## src/rtl/rtc_alarm_pkg.sv

```systemverilog
// Package: shared time-word layout, pin-select codes and field compare helper.
// Assumes binary-coded fields supplied by the timekeeping counters.
package rtc_alarm_pkg;

    localparam int NUM_FIELDS = 6;

    // Time word; second sits at the LSB, month at the MSB.
    typedef struct packed {
        logic [3:0] mon;
        logic [4:0] date;
        logic [2:0] dow;
        logic [4:0] hour;
        logic [5:0] min;
        logic [5:0] sec;
    } rtc_time_t;

    localparam int TIME_W = $bits(rtc_time_t);

    typedef enum logic [1:0] {
        PIN_IRQ   = 2'b00,
        PIN_32K   = 2'b01,
        PIN_100HZ = 2'b10,
        PIN_1HZ   = 2'b11
    } pin_sel_e;

    // Per-field equality; bit order matches the mask bit order.
    function automatic logic [NUM_FIELDS-1:0] field_equal(input rtc_time_t a, input rtc_time_t b);
        field_equal = {a.mon == b.mon, a.date == b.date, a.dow == b.dow,
                       a.hour == b.hour, a.min == b.min, a.sec == b.sec};
    endfunction

endpackage

```

## src/rtl/alarm_match.sv

```systemverilog
// Module: combinational masked compare of one alarm target against live time.
// Assumes: mask bit set = field compared; an empty mask never matches.
module alarm_match
    import rtc_alarm_pkg::*;
(
    input  logic [TIME_W-1:0]     live_time,
    input  logic [TIME_W-1:0]     target,
    input  logic [NUM_FIELDS-1:0] fmask,
    output logic                  hit
);

    logic [NUM_FIELDS-1:0] eq;

    // Field-by-field equality of live time and target.
    always_comb eq = field_equal(rtc_time_t'(live_time), rtc_time_t'(target));

    // Hit when at least one field is compared and every compared field agrees.
    always_comb hit = (|fmask) && (&(eq | ~fmask));

endmodule

```

## src/rtl/alarm_slot.sv

```systemverilog
// Module: armed state and sticky flag of one alarm.
// Assumes: sec_tick is a single-cycle strobe; arm beats self-disarm, fire beats clear.
module alarm_slot (
    input  logic clk,
    input  logic rst_n,
    input  logic sec_tick,
    input  logic hit,
    input  logic repeat_en,
    input  logic arm,
    input  logic clr,
    output logic armed,
    output logic flag
);

    logic fire;

    // A fire needs an armed alarm, a match and the seconds strobe.
    always_comb fire = sec_tick && hit && armed;

    // Armed state: set by arm strobe, dropped after a one-shot fire.
    always_ff @(posedge clk) begin
        if (!rst_n)                armed <= 1'b0;
        else if (arm)              armed <= 1'b1;
        else if (fire && !repeat_en) armed <= 1'b0;
    end

    // Sticky flag: set by fire, cleared by host strobe.
    always_ff @(posedge clk) begin
        if (!rst_n)    flag <= 1'b0;
        else if (fire) flag <= 1'b1;
        else if (clr)  flag <= 1'b0;
    end

endmodule

```

## src/rtl/pin_mux.sv

```systemverilog
// Module: registered selector for the shared output pin.
// Assumes: wave inputs are already synchronous to clk; pin idles high.
module pin_mux
    import rtc_alarm_pkg::*;
(
    input  logic       clk,
    input  logic       rst_n,
    input  logic [1:0] pin_sel,
    input  logic       irq_req,
    input  logic       wave_1hz,
    input  logic       wave_100hz,
    input  logic       wave_32k,
    output logic       pin_out
);

    logic pin_d;

    // Choose the active-low interrupt or one of the divider waves.
    always_comb begin
        unique case (pin_sel_e'(pin_sel))
            PIN_IRQ:   pin_d = ~irq_req;
            PIN_32K:   pin_d = wave_32k;
            PIN_100HZ: pin_d = wave_100hz;
            PIN_1HZ:   pin_d = wave_1hz;
            default:   pin_d = 1'b1;
        endcase
    end

    // Register the pin so it is glitch-free.
    always_ff @(posedge clk) begin
        if (!rst_n) pin_out <= 1'b1;
        else        pin_out <= pin_d;
    end

endmodule

```

## src/rtl/rtc_alarm_unit.sv

```systemverilog
// Module: top of the alarm unit; NUM_ALARMS masked alarms sharing one output pin.
// Assumes: alarm targets and masks are held stable by external storage.
module rtc_alarm_unit
    import rtc_alarm_pkg::*;
#(
    parameter int NUM_ALARMS = 2
) (
    input  logic                             clk,
    input  logic                             rst_n,
    input  logic                             sec_tick,
    input  logic [TIME_W-1:0]                live_time,
    input  logic [NUM_ALARMS*TIME_W-1:0]     alm_time,
    input  logic [NUM_ALARMS*NUM_FIELDS-1:0] alm_fmask,
    input  logic [NUM_ALARMS-1:0]            alm_repeat,
    input  logic [NUM_ALARMS-1:0]            alm_arm,
    input  logic [NUM_ALARMS-1:0]            alm_irq_en,
    input  logic [NUM_ALARMS-1:0]            flag_clr,
    input  logic [1:0]                       pin_sel,
    input  logic                             wave_1hz,
    input  logic                             wave_100hz,
    input  logic                             wave_32k,
    output logic [NUM_ALARMS-1:0]            alm_armed,
    output logic [NUM_ALARMS-1:0]            alm_flag,
    output logic                             pin_out
);

    logic [NUM_ALARMS-1:0] hit;
    logic                  irq_req;

    // One compare and one state slot per alarm.
    for (genvar i = 0; i < NUM_ALARMS; i++) begin : g_alarm
        alarm_match u_match (
            .live_time (live_time),
            .target    (alm_time[i*TIME_W +: TIME_W]),
            .fmask     (alm_fmask[i*NUM_FIELDS +: NUM_FIELDS]),
            .hit       (hit[i])
        );

        alarm_slot u_slot (
            .clk       (clk),
            .rst_n     (rst_n),
            .sec_tick  (sec_tick),
            .hit       (hit[i]),
            .repeat_en (alm_repeat[i]),
            .arm       (alm_arm[i]),
            .clr       (flag_clr[i]),
            .armed     (alm_armed[i]),
            .flag      (alm_flag[i])
        );
    end

    // Interrupt request while any enabled flag is set.
    always_comb irq_req = |(alm_flag & alm_irq_en);

    pin_mux u_pin (
        .clk        (clk),
        .rst_n      (rst_n),
        .pin_sel    (pin_sel),
        .irq_req    (irq_req),
        .wave_1hz   (wave_1hz),
        .wave_100hz (wave_100hz),
        .wave_32k   (wave_32k),
        .pin_out    (pin_out)
    );

endmodule

```

## config.mk

```make
export PLATFORM = sky130hd
export DESIGN_NAME = rtc_alarm_unit
export DESIGN_NICKNAME = d
export VERILOG_FILES = /design/src/rtl/rtc_alarm_pkg.sv /design/src/rtl/alarm_match.sv /design/src/rtl/alarm_slot.sv /design/src/rtl/pin_mux.sv /design/src/rtl/rtc_alarm_unit.sv
export SDC_FILE = /design/constraint.sdc
export NUM_CORES = 1
export LEC_CHECK = 0
export CAP_MARGIN = 15
export CORE_MARGIN = 10
export CORE_UTILIZATION = 45
export DETAILED_ROUTE_END_ITERATION = 6
export DONT_BUFFER_PORTS = 1
export SLEW_MARGIN = 20
export SYNTH_ARGS = -nofsm -noshare
export SYNTH_HDL_FRONTEND = slang
export SYNTH_HIERARCHICAL = 1
export SYNTH_SLANG_ARGS = --single-unit
export TNS_END_PERCENT = 10
```

## constraint.sdc

```tcl
create_clock -name clk -period 1.2 [get_ports clk]
set_input_delay 0 -clock clk [delete_from_list [all_inputs] [get_ports clk]]
set_output_delay 0 -clock clk [all_outputs]
set_load 0.02 [all_outputs]
```

==> results.tsv <==
metric	value	unit
outcome	completed	
required	1.38	ns
relSlewSlack	0.810	
placed_cells	141	
drt_iter0_markers	32	
tightest_slew	0.284	ns
synth_top_area_frac	0.344	
finalHoldViolations	0	
route.detailed.drc	0	
layout.nets	243	
row_count	16	
setup_viol	0	
hp-class	primary input to register	
synth_compound_area_frac	0.113	
grtUsageTotal	0.149	
path_class	primary input to register	
critPathLaunch	alm_time[39]	
synth_top_family_by_area	XOR/XNOR gates	
cp_slowest_cell	nor4_1	
die_h	65.1	microns
yosys_warnings	6	
dieArea	4240	sq um
yosysTopAreaCell	xnor2_1	
reg2reg_slack	0.25	ns
cp_max_fo	2	
via_count	902	
antenna_found_initial	0	
start_util	0.472	
fillers	187	
ant_nets	0	
cts_buffer_depth	2	
instances_no_fill	154	
portBuffers	0	
path_depth	7	
cp_num_buf_inv	0	
clock_skew	0.00288	ns
synthTopCellsByCount	36 x xnor2_1, 22 x xor2_1, 8 x nand3_1	
diodes	0	
dp_worst_setup_slack	-0.0759	ns
max_cap_violations	0	
synth_edf_count	0	
fmax	0.966	GHz
root_buffer	clkbuf_4	
first_global_vias	1074	
cp_top_family	simple AND/OR/NAND/NOR gates	
cts.sinks	5	
synth-seq-area-share	0.109	
synthSimpleGateAreaFrac	0.210	
drive_gt1_frac	0.0394	
rr_endpoint	u_pin/pin_out	
ys_ff_latch	5	
grt_max_degree	9	
endpoint_kind	register	
clk_latency	0.23	ns
leakage	0.355	nW
synthArstFlopShare	0	
place.gp.congestion	0.708	
worst_ir_drop_vdd	0.000299	V
ys_types	22	
syn_to_final_growth	18.0	%
hpwl	3.25	mm
cp-start-kind	primary input	
syn_inst	112	
htree_levels	1	
path_cells	xor2_1 -> nor4_1 -> nand3_1 -> a22oi_1 -> and4_1 -> nand4_1 -> nand2_1	
cp.arrival	1.21	ns
firstDrtPassIters	4	
drt_wl_total	3.50	mm
syn_avg_cell_area	8.18	sq um
final_area	1080	sq um
final.setup.worst_slack	0.165	ns
rr_worst_depth	3	
synthMuxAreaShare	0.0123	
placed_cell_area	965	sq um
r2r_start	g_alarm[0].u_slot/flag	
core-area	1940	sq um
crit_end	g_alarm[1].u_slot/flag	
cts_buffers	3	
cts_tree	built	
yosys-top-cells-area	xnor2_1 34%, xor2_1 21%, dfxtp_1 11%, nand3_1 4.4%, nand4_1 4.1%	
netlist_area	916	sq um
post-cts-setup-buffers	0	
grt_remaining_overflow	0	
power.density	581	nW/um^2
dominantRegCellSynth	dfxtp_1	
post_drt_via_cell_ratio	5.86	
io_pins	120	
synth_xor_area_frac	0.555	
path_clk_slew	0.04	ns
yosysMostFrequentCell	xnor2_1	
slew_viol_final	0	
syn_nets	227	
grt_setup_unrepaired	false	
slowest_delay	0.30	ns
grt_pass1_wl	5.21	mm
die_x	65.1	microns
fin_crit	1.04	ns
finalCritPeriodShare	0.863	
hold_ws	0.0172	ns
synth_fa_ha_area_frac	0	
wl_per_cell	22.7	microns
## layer usage
layer	up-vias	part of all wire	wire length [microns]	track usage
li1	434	-	-	-
met1	391	0.29	1010	0.129
met2	75	0.51	1800	0.277
met3	2	0.19	659	0.103
met4	0	0.0077	27	0.0348
met5	-	0	0	0
## logic make-up after synthesis
| kind of cell | count (synthesis) |
|---|---|
| simple gates | 34 |
| compound gates | 14 |
| mux | 1 |
| xor+xnor | 58 |
| flops | 5 |
## state kept, by name, summed over array words and instances (netlist names)
register and count:
g_alarm.u_slot/armed 2, g_alarm.u_slot/flag 2, u_pin/pin_out 1
## through the flow
stage / TNS, ns / utilization / power [mW]
6_report: 0 / 0.557 / 0.628
5_1_grt: 0 / 0.557 / 0.670
4_1_cts: 0 / 0.557 / 0.641
3_5_place_dp: -0.180 / 0.497 / 0.416
3_3_place_gp: -0.00534 / 0.497 / 0.409
2_1_floorplan: 0 / - / 0.388
## repair_timing
action                                 in CTS  in global routing
resized for setup                           0                  0
endpoints found under the hold margin       5                  0
hold buffers                                9                  0
## where the power goes
part	switching [mW]	internal (mW)	leakage, nW
Sequential	0.0150	0.174	0.0412
Combinational	0.0859	0.165	0.299
Clock	0.0618	0.125	0.0150
## worst register-to-register path, cell delays in order, from the launching register on
cell     delay (ns)
dfxtp_1        0.33
a22o_1         0.14
nor2_1         0.04
o32a_1         0.32
## how the worst min path moves through the flow
stage,slack [ns],depth (start not counted),endpoint,startpoint
finish,0.02,2,u_pin/pin_out,wave_100hz
global route,0.04,2,u_pin/pin_out,wave_100hz
CTS,0.007,2,u_pin/pin_out,pin_sel[0]
detailed placement,0.11,1,g_alarm[1].u_slot/armed,sec_tick
global placement,0.11,1,g_alarm[1].u_slot/armed,sec_tick
floorplan,0.11,1,g_alarm[0].u_slot/armed,sec_tick
## layout make-up
type	instances	area, sq um	share of cell area
clock buffer	4	26.3	0.0243
multi-input combinational	107	816	0.755
sequential	5	100	0.0926
tap	27	33.8	0.0312
timing repair buffer	11	105	0.0972
## placed cells by master, fill, tap and decap left out, drive strengths merged
| master | instances |
|---|---|
| nand4 | 6 |
| nand2 | 3 |
| nand3 | 8 |
| clkbuf | 4 |
| dfxtp | 5 |
| o21ai | 2 |
| o32a | 1 |
| and4 | 2 |
| or4 | 2 |
| a22o | 1 |
| a221oi | 2 |
| a31oi | 2 |
| a22oi | 2 |
| nand2b | 1 |
| buf | 2 |
| xor2 | 22 |
| dlygate4sd3 | 9 |
| xnor2 | 36 |
| nor4 | 2 |
| mux2 | 1 |
| o31ai | 4 |
| nor3 | 4 |
| and2 | 1 |
| nor2 | 3 |
| nand3b | 2 |
(Power assumes the default switching activity.)
